### src/rtl/ptm_pkg.sv
package ptm_pkg;
  localparam int NUM_CH  = 4;
  localparam int NUM_BRK = 2;
  localparam int FLT_W   = 4;

  localparam logic [3:0] A_CTRL    = 4'd0;
  localparam logic [3:0] A_PSC     = 4'd1;
  localparam logic [3:0] A_PERIOD  = 4'd2;
  localparam logic [3:0] A_CHEN    = 4'd3;
  localparam logic [3:0] A_MODE_LO = 4'd4;
  localparam logic [3:0] A_MODE_HI = 4'd5;
  localparam logic [3:0] A_BRK     = 4'd6;
  localparam logic [3:0] A_COUNT   = 4'd7;

  localparam logic [2:0] MODE_PWM1 = 3'b110;

  localparam logic [31:0] MODE_MASK = 32'h0000_7878;
  localparam logic [31:0] BRK_MASK  = 32'h0000_F3FF;

  function automatic logic [31:0] merge_bytes(input logic [31:0] old_v,
                                              input logic [31:0] new_v,
                                              input logic [3:0]  strb);
    logic [31:0] res;
    for (int b = 0; b < 4; b++) begin
      res[b*8 +: 8] = strb[b] ? new_v[b*8 +: 8] : old_v[b*8 +: 8];
    end
    return res;
  endfunction
endpackage

### src/rtl/ptm_timebase.sv
module ptm_timebase #(
  parameter int CNT_W = 16,
  parameter int PSC_W = 16
) (
  input  logic             clk,
  input  logic             rst,
  input  logic             run,
  input  logic             ug,
  input  logic [PSC_W-1:0] psc,
  input  logic [CNT_W-1:0] arr,
  output logic [CNT_W-1:0] cnt_val,
  output logic             ovf
);
  logic [PSC_W-1:0] pre_q;
  logic [CNT_W-1:0] cnt_q;
  logic             tick_en;
  logic             at_top;

  assign tick_en = run && (pre_q >= psc);
  assign at_top  = (cnt_q >= arr);
  assign ovf     = tick_en && at_top && !ug;
  assign cnt_val = cnt_q;

  always_ff @(posedge clk) begin
    if (rst || ug) begin
      pre_q <= '0;
      cnt_q <= '0;
    end else if (run) begin
      if (tick_en) begin
        pre_q <= '0;
        cnt_q <= at_top ? '0 : cnt_q + 1'b1;
      end else begin
        pre_q <= pre_q + 1'b1;
      end
    end
  end
endmodule

### src/rtl/ptm_brk_filter.sv
module ptm_brk_filter #(
  parameter int FW = 4
) (
  input  logic          clk,
  input  logic          rst,
  input  logic          brk_in,
  input  logic          en,
  input  logic          lvl,
  input  logic [FW-1:0] flt,
  output logic          fire
);
  logic [FW-1:0] run_q;
  logic          hit;

  assign hit  = en && (brk_in == lvl);
  assign fire = hit && (({1'b0, run_q} + 1'b1) >= {1'b0, flt});

  always_ff @(posedge clk) begin
    if (rst || !hit) begin
      run_q <= '0;
    end else if (run_q != {FW{1'b1}}) begin
      run_q <= run_q + 1'b1;
    end
  end
endmodule

### src/rtl/ptm_channel.sv
module ptm_channel
  import ptm_pkg::*;
#(
  parameter int CNT_W = 16
) (
  input  logic             clk,
  input  logic             rst,
  input  logic [CNT_W-1:0] cnt_val,
  input  logic [CNT_W-1:0] cmp,
  input  logic [3:0]       en,
  input  logic [3:0]       mode,
  input  logic             moe,
  output logic             out_p,
  output logic             out_n
);
  logic raw;

  assign raw = (mode[3:1] == MODE_PWM1) && (cnt_val < cmp);

  always_ff @(posedge clk) begin
    if (rst) begin
      out_p <= 1'b0;
      out_n <= 1'b0;
    end else begin
      out_p <= (moe && en[0]) ? (raw ^ en[1])  : en[1];
      out_n <= (moe && en[2]) ? (!raw ^ en[3]) : en[3];
    end
  end
endmodule

### src/rtl/ptm_regs.sv
module ptm_regs
  import ptm_pkg::*;
#(
  parameter int CNT_W    = 16,
  parameter int PSC_W    = 16,
  parameter bit HAS_COMP = 1'b1
) (
  input  logic                             clk,
  input  logic                             rst,
  input  logic                             wr_en,
  input  logic                             rd_en,
  input  logic [3:0]                       addr,
  input  logic [31:0]                      wdata,
  input  logic [3:0]                       wstrb,
  output logic [31:0]                      rdata,
  input  logic [CNT_W-1:0]                 cnt_val,
  input  logic                             ovf,
  input  logic                             brk_any,
  output logic                             run,
  output logic                             ug,
  output logic                             upd,
  output logic [PSC_W-1:0]                 psc_act,
  output logic [CNT_W-1:0]                 arr_act,
  output logic [NUM_CH-1:0][CNT_W-1:0]     cmp_act,
  output logic [NUM_CH-1:0][3:0]           ch_en,
  output logic [NUM_CH-1:0][3:0]           ch_mode,
  output logic                             moe,
  output logic [NUM_BRK-1:0]               brk_en,
  output logic [NUM_BRK-1:0]               brk_lvl,
  output logic [NUM_BRK-1:0][FLT_W-1:0]    brk_flt
);
  localparam logic [31:0] CHEN_MASK = HAS_COMP ? 32'h0000_FFFF : 32'h0000_3333;

  logic                         ctrl_run;
  logic                         ctrl_arpe;
  logic [PSC_W-1:0]             psc_sh;
  logic [CNT_W-1:0]             arr_sh;
  logic [NUM_CH-1:0][CNT_W-1:0] cmp_sh;
  logic [15:0]                  chen_r;
  logic [15:0]                  mode_lo;
  logic [15:0]                  mode_hi;
  logic [15:1]                  brk_hi;
  logic [31:0]                  cur_val;
  logic [31:0]                  merged;
  logic                         is_cmp;

  assign is_cmp = (addr[3:2] == 2'b10);

  always_comb begin
    cur_val = '0;
    case (addr)
      A_CTRL:    cur_val = {30'd0, ctrl_arpe, ctrl_run};
      A_PSC:     cur_val = 32'(psc_sh);
      A_PERIOD:  cur_val = 32'(arr_sh);
      A_CHEN:    cur_val = {16'd0, chen_r};
      A_MODE_LO: cur_val = {16'd0, mode_lo};
      A_MODE_HI: cur_val = {16'd0, mode_hi};
      A_BRK:     cur_val = {16'd0, brk_hi, moe};
      A_COUNT:   cur_val = 32'(cnt_val);
      default: begin
        if (is_cmp) cur_val = 32'(cmp_sh[addr[1:0]]);
      end
    endcase
  end

  assign merged = merge_bytes(cur_val, wdata, wstrb);
  assign ug     = wr_en && (addr == A_CTRL) && wstrb[0] && wdata[2];
  assign upd    = ug || ovf;
  assign run    = ctrl_run;

  always_ff @(posedge clk) begin
    if (rst) begin
      ctrl_run  <= 1'b0;
      ctrl_arpe <= 1'b0;
      psc_sh    <= '0;
      arr_sh    <= '0;
      cmp_sh    <= '0;
      chen_r    <= '0;
      mode_lo   <= '0;
      mode_hi   <= '0;
      brk_hi    <= '0;
      psc_act   <= '0;
      arr_act   <= '0;
      cmp_act   <= '0;
      moe       <= 1'b0;
      rdata     <= '0;
    end else begin
      if (wr_en) begin
        case (addr)
          A_CTRL:    {ctrl_arpe, ctrl_run} <= merged[1:0];
          A_PSC:     psc_sh  <= merged[PSC_W-1:0];
          A_PERIOD:  arr_sh  <= merged[CNT_W-1:0];
          A_CHEN:    chen_r  <= merged[15:0] & CHEN_MASK[15:0];
          A_MODE_LO: mode_lo <= merged[15:0] & MODE_MASK[15:0];
          A_MODE_HI: mode_hi <= merged[15:0] & MODE_MASK[15:0];
          A_BRK:     brk_hi  <= merged[15:1] & BRK_MASK[15:1];
          default: begin
            if (is_cmp) cmp_sh[addr[1:0]] <= merged[CNT_W-1:0];
          end
        endcase
      end

      if (upd) psc_act <= psc_sh;
      if (upd || !ctrl_arpe) arr_act <= arr_sh;
      for (int c = 0; c < NUM_CH; c++) begin
        if (upd || !ch_mode[c][0]) cmp_act[c] <= cmp_sh[c];
      end

      if (brk_any) begin
        moe <= 1'b0;
      end else if (wr_en && (addr == A_BRK) && wstrb[0]) begin
        moe <= wdata[0];
      end else if (brk_hi[1] && upd) begin
        moe <= 1'b1;
      end

      if (rd_en) rdata <= cur_val;
    end
  end

  for (genvar c = 0; c < NUM_CH; c++) begin : g_fields
    assign ch_en[c] = chen_r[4*c +: 4];
    if (c < 2) begin : g_lo
      assign ch_mode[c] = mode_lo[8*c+3 +: 4];
    end else begin : g_hi
      assign ch_mode[c] = mode_hi[8*(c-2)+3 +: 4];
    end
  end

  assign brk_en  = {brk_hi[8], brk_hi[2]};
  assign brk_lvl = {brk_hi[9], brk_hi[3]};
  assign brk_flt = {brk_hi[15:12], brk_hi[7:4]};
endmodule

### src/rtl/quad_pwm_timer.sv
module quad_pwm_timer
  import ptm_pkg::*;
#(
  parameter int CNT_W    = 16,
  parameter int PSC_W    = 16,
  parameter bit HAS_COMP = 1'b1
) (
  input  logic        clk,
  input  logic        rst,
  input  logic        bus_wr,
  input  logic        bus_rd,
  input  logic [3:0]  bus_addr,
  input  logic [31:0] bus_wdata,
  input  logic [3:0]  bus_wstrb,
  output logic [31:0] bus_rdata,
  input  logic [1:0]  brk_in,
  output logic [3:0]  pwm_out,
  output logic [3:0]  pwm_out_n
);
  logic                          run;
  logic                          ug;
  logic                          upd;
  logic                          ovf;
  logic                          moe;
  logic                          brk_any;
  logic [CNT_W-1:0]              cnt_val;
  logic [PSC_W-1:0]              psc_act;
  logic [CNT_W-1:0]              arr_act;
  logic [NUM_CH-1:0][CNT_W-1:0]  cmp_act;
  logic [NUM_CH-1:0][3:0]        ch_en;
  logic [NUM_CH-1:0][3:0]        ch_mode;
  logic [NUM_BRK-1:0]            brk_en;
  logic [NUM_BRK-1:0]            brk_lvl;
  logic [NUM_BRK-1:0][FLT_W-1:0] brk_flt;
  logic [NUM_BRK-1:0]            brk_fire;
  logic [NUM_CH-1:0]             pol_vec;

  ptm_regs #(.CNT_W(CNT_W), .PSC_W(PSC_W), .HAS_COMP(HAS_COMP)) u_regs (
    .clk(clk), .rst(rst), .wr_en(bus_wr), .rd_en(bus_rd), .addr(bus_addr),
    .wdata(bus_wdata), .wstrb(bus_wstrb), .rdata(bus_rdata),
    .cnt_val(cnt_val), .ovf(ovf), .brk_any(brk_any),
    .run(run), .ug(ug), .upd(upd), .psc_act(psc_act), .arr_act(arr_act),
    .cmp_act(cmp_act), .ch_en(ch_en), .ch_mode(ch_mode), .moe(moe),
    .brk_en(brk_en), .brk_lvl(brk_lvl), .brk_flt(brk_flt)
  );

  ptm_timebase #(.CNT_W(CNT_W), .PSC_W(PSC_W)) u_tb (
    .clk(clk), .rst(rst), .run(run), .ug(ug), .psc(psc_act), .arr(arr_act),
    .cnt_val(cnt_val), .ovf(ovf)
  );

  for (genvar b = 0; b < NUM_BRK; b++) begin : g_brk
    ptm_brk_filter #(.FW(FLT_W)) u_flt (
      .clk(clk), .rst(rst), .brk_in(brk_in[b]), .en(brk_en[b]),
      .lvl(brk_lvl[b]), .flt(brk_flt[b]), .fire(brk_fire[b])
    );
  end

  assign brk_any = |brk_fire;

  for (genvar c = 0; c < NUM_CH; c++) begin : g_ch
    ptm_channel #(.CNT_W(CNT_W)) u_ch (
      .clk(clk), .rst(rst), .cnt_val(cnt_val), .cmp(cmp_act[c]),
      .en(ch_en[c]), .mode(ch_mode[c]), .moe(moe),
      .out_p(pwm_out[c]), .out_n(pwm_out_n[c])
    );
    assign pol_vec[c] = ch_en[c][1];
  end
endmodule

### config.mk
export PLATFORM = sky130hd
export DESIGN_NAME = quad_pwm_timer
export DESIGN_NICKNAME = d
export VERILOG_FILES = /design/src/rtl/ptm_pkg.sv /design/src/rtl/ptm_timebase.sv /design/src/rtl/ptm_brk_filter.sv /design/src/rtl/ptm_channel.sv /design/src/rtl/ptm_regs.sv /design/src/rtl/quad_pwm_timer.sv
export SDC_FILE = /design/constraint.sdc
export NUM_CORES = 1
export LEC_CHECK = 0
export BUFFER_PORTS_ARGS = -buffer_cell sky130_fd_sc_hd__clkbuf_2
export CAP_MARGIN = 20
export CORE_MARGIN = 10
export CORE_UTILIZATION = 60
export CTS_BUF_LIST = sky130_fd_sc_hd__clkbuf_8
export CTS_CLUSTER_SIZE = 20
export DETAILED_ROUTE_END_ITERATION = 16
export GPL_ROUTABILITY_DRIVEN = 0
export PLACE_DENSITY = 0.75
export SYNTH_ARGS = -nofsm -noshare
export SYNTH_HDL_FRONTEND = slang
export SYNTH_HIERARCHICAL = 1
export SYNTH_SLANG_ARGS = --single-unit
### constraint.sdc
create_clock -name clk -period 5.35 [get_ports clk]
set_clock_uncertainty 0.1 [all_clocks]
set_input_delay 0.2675 -clock clk [delete_from_list [all_inputs] [get_ports clk]]
set_output_delay 0.2675 -clock clk [all_outputs]
set_load 0.02 [all_outputs]
== Yosys cells after proc, flatten, opt, wreduce, memory -nomap -nowiden ==
Cells that the tools add are included.
Word-level totals
  input bits: 46
  register bits: 320
  word-level logic and storage cells: 154
Cells by class
  reductions and logical operators: 60
  add/subtract/negate cells: 6
  equal/unequal tests: 16
  magnitude comparators: 10
  bitwise logic cells: 9
  muxes and demuxes: 21
Operators by type and width (count)
  $pmux W32 S8: 1
  $mux W16: 5
  $bwmux W64: 1
  $lt A16 B16 Y1: 4
  $add A16 B1 Y16 const B: 2
  $bmux W16 S2: 1
  $demux W16 S2: 1
  $ge A16 B16 Y1: 2
  $logic_and A1 B1 Y1: 26
  $eq A4 B3 Y1 const B: 4
  $mux W8: 2
  $reduce_and A2 Y1: 8
  $eq A3 B3 Y1 const B: 4
  $logic_not A1 Y1: 12
  $add A4 B1 Y5 const B: 2
  $ge A5 B4 Y1: 2
  $mux W1: 10
  $logic_or A1 B1 Y1: 9
  $add A4 B1 Y4 const B: 2
  $eq A4 B2 Y1 const B: 2
  $ne A4 B4 Y1 const B: 2
  $xor A1 B1 Y1: 8
  $reduce_or A7 Y1: 1
  $eq A4 B1 Y1 const B: 1
  other kinds (9): 10

== Logic depth before layout (Yosys ltp) ==
Gate-level depths: netlist (run 1).
  depth after elaboration: 10
  depth in mapped cells: 14

== Cells and area by module ==
The synthesis (run 1) kept the hierarchy.
By module, submodules not included
  ptm_regs: area each 12124.1 um^2, cells an instance 1393, sequential area each 5124.9 um^2, instances 1
  ptm_timebase: area each 2359.8 um^2, cells an instance 286, sequential area each 640.6 um^2, instances 1
  ptm_channel: area each 540.5 um^2, cells an instance 68, sequential area each 40.0 um^2, instances 4
  ptm_brk_filter: area each 314.1 um^2, cells an instance 33, sequential area each 80.1 um^2, instances 2
  quad_pwm_timer: area each 6.3 um^2, cells an instance 1, sequential area each 0.0 um^2, instances 1

== Worst setup path after synthesis (run 1) ==
OpenSTA, ideal clock, no wires.
  path kind: register -> register
  start point: reg u_tb.cnt_q[0] (netlist: u_tb/cnt_val[0])
  end point: reg u_regs.arr_act[14]
  buffers on the path: 1
  cell stages (with the launch flop): 14
  path slack: 2.098 ns
  arrival: 3.083 ns
  period minus slack after synthesis: 3.252 ns
  library setup time: 0.069 ns
  cell sequence: dfxtp_1 > inv_1 > ha_1 > nand2b_1 > a2111oi_0 > nor3_1 > o211ai_1 > a21oi_2 > nor2b_1 > inv_1 > o311a_1 > buf_2 > nand2_1 > a21oi_2
Between the ends
  longest elaborated chain between the ends: 5
Ends and longest elaborated chain
  from (decl): RTL line ptm_timebase.sv:15  | logic [CNT_W-1:0] cnt_q;
  from (signal assigned): RTL line ptm_timebase.sv:31  | cnt_q <= at_top ? '0 : cnt_q + 1'b1;
  $ge A16 B16 Y1: RTL line ptm_timebase.sv:20  | assign at_top = (cnt_q >= arr);
  $logic_and A1 B1 Y1 (2 in a row): RTL line ptm_timebase.sv:21  | assign ovf = tick_en && at_top && !ug;
  named net ovf: RTL line quad_pwm_timer.sv:23  | logic ovf;
  $logic_or A1 B1 Y1: RTL line ptm_regs.sv:68  | assign upd = ug || ovf;
  $logic_or A1 B1 Y1: RTL line ptm_regs.sv:104  | if (upd || !ctrl_arpe) arr_act <= arr_sh;
  to (signal assigned): RTL line ptm_regs.sv:104
  to (decl): RTL line ptm_regs.sv:23  | output logic [CNT_W-1:0] arr_act,
The timed path passes the listed nets, and every way through them passes these cells.
A chain may end at the register's enable or synchronous reset.

== Worst setup path in the final report (run 1) ==
  start point: reg u_tb.cnt_q[0] (netlist: u_tb/cnt_val[0])
  end point: reg u_regs/cmp_act[58] (netlist name)
Between the ends
  longest elaborated chain between the ends: 5
Ends and longest elaborated chain
  $ge A16 B16 Y1: RTL line ptm_timebase.sv:20
  $logic_and A1 B1 Y1 (2 in a row): RTL line ptm_timebase.sv:21
  named net ovf: RTL line quad_pwm_timer.sv:23
  $logic_or A1 B1 Y1: RTL line ptm_regs.sv:68
  $logic_or A1 B1 Y1: RTL line ptm_regs.sv:106  | if (upd || !ch_mode[c][0]) cmp_act[c] <= cmp_sh[c];
  to (signal, indexed assignment): RTL line ptm_regs.sv:106
  to (decl): RTL line ptm_regs.sv:24  | output logic [NUM_CH-1:0][CNT_W-1:0] cmp_act,
The timed path passes the listed nets, and every way through them passes these cells.

==> results_dict.tcl, run 1 <==
set metrics [dict create \
    synth_flop_cell "dfxtp_1" \
    fin_hold_ws_ns 0.0128 \
    finalCritPeriodShare_pct 84.8 \
    finalWorstSetupSlack_ns 0.811 \
    fmax_mhz 220 \
    outcome "complete, no violations" \
    start_kind "flip-flop" \
    avgSynthCellArea_um2 8.56 \
    grt_pass1_wl_um 84700 \
    antenna_found_initial 1 \
    cts_root_buf "clkbuf_8" \
    hpwl_um 38400 \
    yosysWarnings 6 \
    hold_path.class "input pin to flip-flop" \
    cp_cell_sequence "inv_1 > ha_1 > nand2b_1 > a2111oi_0 > nor3_1 > o211ai_1 > buf_4 > a21oi_2 > nor2b_1 > inv_1 > o311a_1 > nand2_1 > a21oi_1" \
    tightest_slew_ns 1.10 \
    syn_inst 2018 \
    grt-ovfl-total 0 \
    cts_setup_buffers 0 \
    die_area_um2 36000 \
    tritoncts "done" \
    setup_viol 0 \
    die_y_um 190 \
    pin_count 86 \
    max_stage_delay_ns 0.91 \
    dieWidth_um 190 \
    total_power_uw 5050 \
    drt_pass1_iterations 6 \
    numCtsBuffers 51 \
    port_buffers 51 \
    tns_ns 0 \
    core_um2 28500 \
    path_max_fanout 16 \
    power.share.clock_pct 47.6 \
    pwr-share-seq_pct 45.7 \
    leakage_uw 0.00656 \
    drc 0 \
    crit_type "flip-flop to flip-flop" \
    h-tree-depth 2 \
    internal-power_uw 3790 \
    cpMostUsedCell "inv_1" \
    grtUsageTotal_pct 29.7 \
    ys_seq_area_share_pct 35.2 \
    ys_ff_latch 304 \
    synthArstFlopShare_pct 0 \
    ir_drop_mv 0.236 \
    area.growth.synth_to_final_pct 8.04 \
    power.switching_uw 1260 \
    layout.nets 2159 \
    combPwrFrac_pct 6.7 \
    clock_path_buffers 3 \
    std_cell_rows 62 \
    drt-vias-per-instance 6.48 \
    clk_latency_ns 0.59 \
    layout_min_cycle_time_ns 4.54 \
    hold_violations 0 \
    cts.clk_slew.worst_paths_ns 0.06 \
    grt_pass1_vias 14800 \
    cts_resized 0 \
    cts.sinks 304 \
    synth_edf_count 0 \
    num_vias 15800 \
    drive_above_1_share_pct 12.2 \
    place_ws_ns 1.05 \
    postCtsHoldBufs 1 \
    powerDensity_nw_per_um2 271 \
    drt-total-wl_um 55800 \
    end_kind "flip-flop" \
    wl_per_cell_um 22.9 \
    start_util_pct 60.5 \
    relSlewSlack_pct 26.0 \
    slew_viol_final 0 \
    rsz0062_at_grt "false" \
    switching_share_pct 25.0 \
    slowest_stage "o311a_1" \
    final_antenna_net_count 0 \
    final_cell_mix "nand2_1, dfxtp_1, inv_1, a21oi_1, nand3b_1" \
    yosys.cell_types.count 89 \
    worstPathRequired_ns 5.75 \
    grt_start_max_net_pins 153 \
    synth_area_um2 17300 \
    antennaDiodeCount 0 \
    drtIter0Drc 1671 \
    cap_violations 0 \
    final_common_cell "nand2_1" \
    arrival_ns 4.94 \
]
-- power by group through the flow --
stage	combinational (µW)	clock, µW	sequential [µW]
final	336	2410	2310
after floorplan	241	0	2360
after CTS	323	2420	2310
after detailed placement	321	0	2360
after global placement	317	0	2360
after global routing	352	2520	2310
-- state kept, by name, summed over array words and instances, names as in the netlist, 13 cells and up --
register,count
u_tb/cnt_val,16
u_regs/rdata,16
u_regs/ch_en,16
u_regs/cmp_act,64
u_regs/arr_act,16
u_regs/cmp_sh,64
u_regs/psc_sh,16
u_tb/pre_q,16
u_regs/psc_act,16
u_regs/brk_hi,13
u_regs/arr_sh,16
-- critical path, delay by kind of cell (launching register included) --
kind	cells	cell delay, ns
simple gates	4	0.65
compound gates	5	1.99
flops	1	0.61
buf+inv	3	0.80
fa+ha+maj	1	0.31
-- cell usage after synthesis, types with 9 or more instances --
library cell / count / area (µm²)
clkbuf_1: 62 / 233
nor3_1: 32 / 160
and4_1: 10 / 87.6
nand2_1: 322 / 1210
nand2b_1: 18 / 113
buf_2: 33 / 165
dfxtp_1: 304 / 6090
o21ai_0: 30 / 150
mux2i_1: 77 / 771
nor4_1: 19 / 119
a211oi_1: 41 / 308
nor2b_1: 24 / 150
o211ai_1: 30 / 225
nor2_1: 107 / 402
nand3b_1: 114 / 856
nand3_1: 38 / 190
ha_1: 104 / 1300
a21oi_1: 134 / 671
and3_1: 9 / 56.3
buf_6: 18 / 203
inv_1: 128 / 480
xor2_1: 16 / 140
buf_4: 38 / 285
o31ai_1: 43 / 323
o22ai_1: 16 / 100
o21a_1: 12 / 90.1
nand4_1: 20 / 125
o32ai_1: 15 / 131
-- logic make-up (layout without fill, tap and decap cells) --
family                   Yosys count  count (layout)  synth area share, %
buffers and inverters            285             302                 8.05
XOR/XNOR                          24              24                 1.22
AND/OR/NAND/NOR                  777             777                 23.2
adder cells (fa/ha/maj)          104             104                 7.53
flip-flops                       304             304                 35.2
other                              1              16               0.0217
multiplexers                      88              88                 5.46
AO/OA/AOI/OAI                    435             435                 19.3
-- per-layer routing --
layer,track usage [%],routed length [µm]
met5,0,8
met4,15.7,3250
met3,7.14,6050
met2,46.6,24700
met1,37.2,21800
-- final cells by class --
type	instances	area (µm²)
fillers	2450	9880
flip-flops and latches	304	6090
inverters	129	484
clock buffers	70	963
multi-input cells	1444	9920
clock inverters	24	241
well taps	384	480
repair buffers	79	494
-- through the flow --
step	utilization, %	std cells	area (µm²)
after CTS	65.3	2431	18600
final	65.4	2434	18700
after global placement	61.0	2336	17400
after floorplan	-	2033	17300
after detailed placement	61.0	2336	17400
after global routing	65.4	2434	18700
-- worst paths after layout --
path / from / end / slack, ns / depth (start not counted)
worst max register to register: u_tb/cnt_val[0] / u_regs/cmp_act[58] / 0.81 / 13
worst max-delay path: u_tb/cnt_val[0] / u_regs/cmp_act[58] / 0.81 / 13
worst min register to register: u_regs/arr_act[3] / u_regs/arr_act[3] / 0.35 / 2
worst min-delay path: bus_wdata[6] / u_regs/brk_hi[6] / 0.01 / 5
(Power assumes the default switching activity.)
==> run 2, diff against run 1 <==
--- a/config.mk
+++ b/config.mk
@@ -5,6 +5,7 @@
 export SDC_FILE = /design/constraint.sdc
 export NUM_CORES = 1
 export LEC_CHECK = 0
+export ABC_AREA = 1
 export BUFFER_PORTS_ARGS = -buffer_cell sky130_fd_sc_hd__clkbuf_2
 export CAP_MARGIN = 20
 export CORE_MARGIN = 10
==> constraint.sdc (replaced) <==
create_clock -name clk -period 4.6 [get_ports clk]
set_clock_uncertainty 0.1 [all_clocks]
set_input_delay 0.23 -clock clk [delete_from_list [all_inputs] [get_ports clk]]
set_output_delay 0.23 -clock clk [all_outputs]
set_load 0.02 [all_outputs]
==> run 2 against run 1 <==
  * Routed wire length shrank 4.6%
  * Fmax is 20% higher
  * Clock power decreased by 2%
  * Register-to-register slack improved by 0.02 ns
  * Combinational power grew 42%
  * Worst setup slack improved by 0.022 ns
  * Sequential power increased by 18%
  * Final area decreased by 1.1%
  * Final cell count grew 22%
  * Critical endpoint is now u_regs/arr_act[12]
  * Largest cell class unchanged
  * Highest routed layer is now met4
==> results_dict.tcl, run 2 <==
set metrics [dict create \
    dpl.cell_count 2871 \
    avgSynthCellArea_um2 6.78 \
    yosysWarnings 6 \
    busiest_layer "met2" \
    start_util_pct 61.4 \
    worstPathRequired_ns 4.98 \
    ys_seq_area_share_pct 35.3 \
    outcome "complete, no violations" \
    fmax_mhz 265 \
    hpwl_um 37000 \
    layout.nets 2697 \
    max_stage_delay_ns 0.53 \
    grt_use_met2_pct 44.8 \
    cts.clk_slew.worst_paths_ns 0.06 \
    start_kind "flip-flop" \
    multi_input_area_um2 9050 \
    antenna_found_initial 0 \
    yosys.cell_types.count 41 \
    final_common_cell "nand2_1" \
    cts_root_buf "clkbuf_8" \
    grt_pass1_wl_um 83000 \
    wl_per_cell_um 18.0 \
    ir_drop_mv 0.283 \
    crit_type "flip-flop to flip-flop" \
    cts_resized 0 \
    area.growth.synth_to_final_pct 7.12 \
    synth.most_common_cell "nand2_1" \
    h-tree-depth 2 \
    num-fill-cells 2587 \
    cp_cell_sequence "ha_1 > nand2_1 > inv_2 > nand2_1 > nor2_1 > nor2_1 > nand2_1 > nand2_2 > nand2_2 > nand3_4 > nor2_1 > inv_1 > nand2_2 > inv_4 > buf_4 > nand3_1 > a21oi_1" \
    ys_ff_latch 304 \
    r2r_setup_slack_ns 0.83 \
    slew_viol_final 0 \
    powerDensity_nw_per_um2 302 \
    synthTopCellsByCount "nand2_1, inv_1, nand3_1" \
    timing.rr.start "u_tb/pre_q[5]" \
    finalCritPeriodShare_pct 81.9 \
    setup_viol 0 \
    dieWidth_um 189 \
    cts.sinks 304 \
    grt_pass1_vias 15500 \
    fin_hold_ws_ns 0.0409 \
    rr_worst_depth 17 \
    drc 0 \
    tightest_slew_ns 1.09 \
    port_buffers 51 \
    drive_above_1_share_pct 10.4 \
    drt-total-wl_um 53200 \
    final_util_pct 65.7 \
    synth_edf_count 0 \
    synth_area_leaders "dfxtp_1, nand2_1, nand3_1, ha_1, inv_1" \
    core_um2 28100 \
    final_antenna_net_count 0 \
    relSlewSlack_pct 27.1 \
    critical_path_buf_inv_count 4 \
    path_max_fanout 44 \
    final_cell_mix "nand2_1, inv_1, nand3_1, dfxtp_1, nor2_1" \
    grt_start_max_net_pins 73 \
    min_to "g_brk[1].u_flt/run_q[3]" \
    die_area_um2 35900 \
    num_vias 16900 \
    globalRouteMet3Util_pct 5.95 \
    drt-vias-per-instance 5.69 \
    std_cell_rows 61 \
    crit_family "simple AND/OR/NAND/NOR gates" \
    synth_area_um2 17200 \
    tritoncts "done" \
    drtIter0Drc 2037 \
    numCtsBuffers 50 \
    slowest_stage "buf_4" \
    clock_path_buffers 3 \
    antennaDiodeCount 0 \
    end_kind "flip-flop" \
    worstHoldStart "brk_in[1]" \
    leakage_uw 0.00891 \
    grt-ovfl-total 0 \
    final_cells 2961 \
    synth_top_area_share_pct 35.3 \
    arrival_ns 4.15 \
    rsz0062_at_grt "false" \
    drt_pass1_iterations 6 \
    syn_inst 2540 \
    clk_latency_ns 0.58 \
    synthArstFlopShare_pct 0 \
    top_regs "u_regs/cmp_act: 64 flops, u_regs/cmp_sh: 64 flops" \
    cap_violations 0 \
    ff_latch_area_um2 6090 \
    grtUsageTotal_pct 28.6 \
    synth_flop_cell "dfxtp_1" \
    yosys.area.top_type "dfxtp_1" \
    min_path_cells 6 \
    layout_min_cycle_time_ns 3.77 \
    hold_path.class "input pin to flip-flop" \
    die_y_um 189 \
    pin_count 86 \
    use_met1_pct 37.7 \
    r2r_end "u_regs/arr_act[12]" \
    tns_ns 0 \
    hold_violations 0 \
]
run 2: changes by cell type in the layout (fill, tap and decap cells not counted), moves of 25 or more:
cell | previous run | this run
o21ai_0 | 30 | 59
inv_1 | 138 | 350
o211ai_1 | 30 | 5
a211oi_1 | 41 | 0
o31ai_1 | 43 | 0
mux2i_1 | 77 | 0
o21a_1 | 12 | 56
nor2_1 | 105 | 245
nand3b_1 | 114 | 2
nand2_1 | 322 | 614
a21oi_1 | 134 | 181
nand2_2 | 1 | 30
nand3_1 | 38 | 309
run 2: where the power goes:
group          switching [µW]  internal [µW]
sequential               41.4           2680
clock                    1080           1290
combinational             360            116
total                    1480           4090
run 2: worst register-to-register path, cell delays in order, from the launching register on:
cell and delay (ns):
dfxtp_1 0.44, ha_1 0.29, nand2_1 0.08, inv_2 0.03
nand2_1 0.07, nor2_1 0.05, nor2_1 0.08, nand2_1 0.10
nand2_2 0.09, nand2_2 0.38, nand3_4 0.27, nor2_1 0.05
inv_1 0.06, nand2_2 0.21, inv_4 0.47, buf_4 0.54
nand3_1 0.17, a21oi_1 0.20
run 2: kinds of logic after synthesis:
logic type                 after synthesis  synth area share, %
AOI/OAI and AO/OA                      326                 10.4
buffers and inverters                  492                 12.6
and+or+nand+nor                       1305                 33.7
xor gates and xnor gates                 8                0.407
DFF                                    304                 35.3
other                                    1               0.0218
adders and majority gates              104                 7.55
run 2: timing repair:
item / in CTS / in global routing
hold endpoints to repair: 5 / 0
hold buffers: 2 / 0
buffers inserted: 0 / 0
endpoints found under the setup margin: 0 / 0
run 2: routing by layer:
metal	vias up	wire (µm)
met4	0	2200
met1	7746	21600
li1	8057	-
met3	154	5990
met2	894	23500
met5	-	0
run 2: cell type report:
cell class | instances | share of cell area (%)
clock buffers | 67 | 5.00
clock inverters | 21 | 0.461
inverters | 345 | 7.06
multi-input cells | 1759 | 49.0
flip-flops and latches | 304 | 33.0
well taps | 378 | 2.56
repair buffers | 87 | 2.93
run 2: worst max-delay path by stage:
stage / startpoint / endpoint / slack (ns) / cells past startpoint
detailed placement: u_tb/pre_q[5] / u_regs/cmp_act[28] / 0.94 / 17
global route: u_tb/pre_q[5] / u_regs/arr_act[12] / 0.52 / 17
floorplan: u_tb/pre_q[5] / u_regs/cmp_act[32] / 2.36 / 19
finish: u_tb/pre_q[5] / u_regs/arr_act[12] / 0.83 / 17
CTS: u_tb/pre_q[5] / u_regs/arr_act[12] / 0.88 / 17
global placement: u_tb/pre_q[5] / u_regs/cmp_act[41] / 1.01 / 17
run 2: per-stage QoR:
stage,area [µm²],power (µW),setup slack (ns)
3_3_place_gp,17400,3230,1.01
2_1_floorplan,17300,3130,2.36
6_report,18500,5570,0.833
5_1_grt,18500,5760,0.517
4_1_cts,18500,5580,0.882
3_5_place_dp,17400,3240,0.938
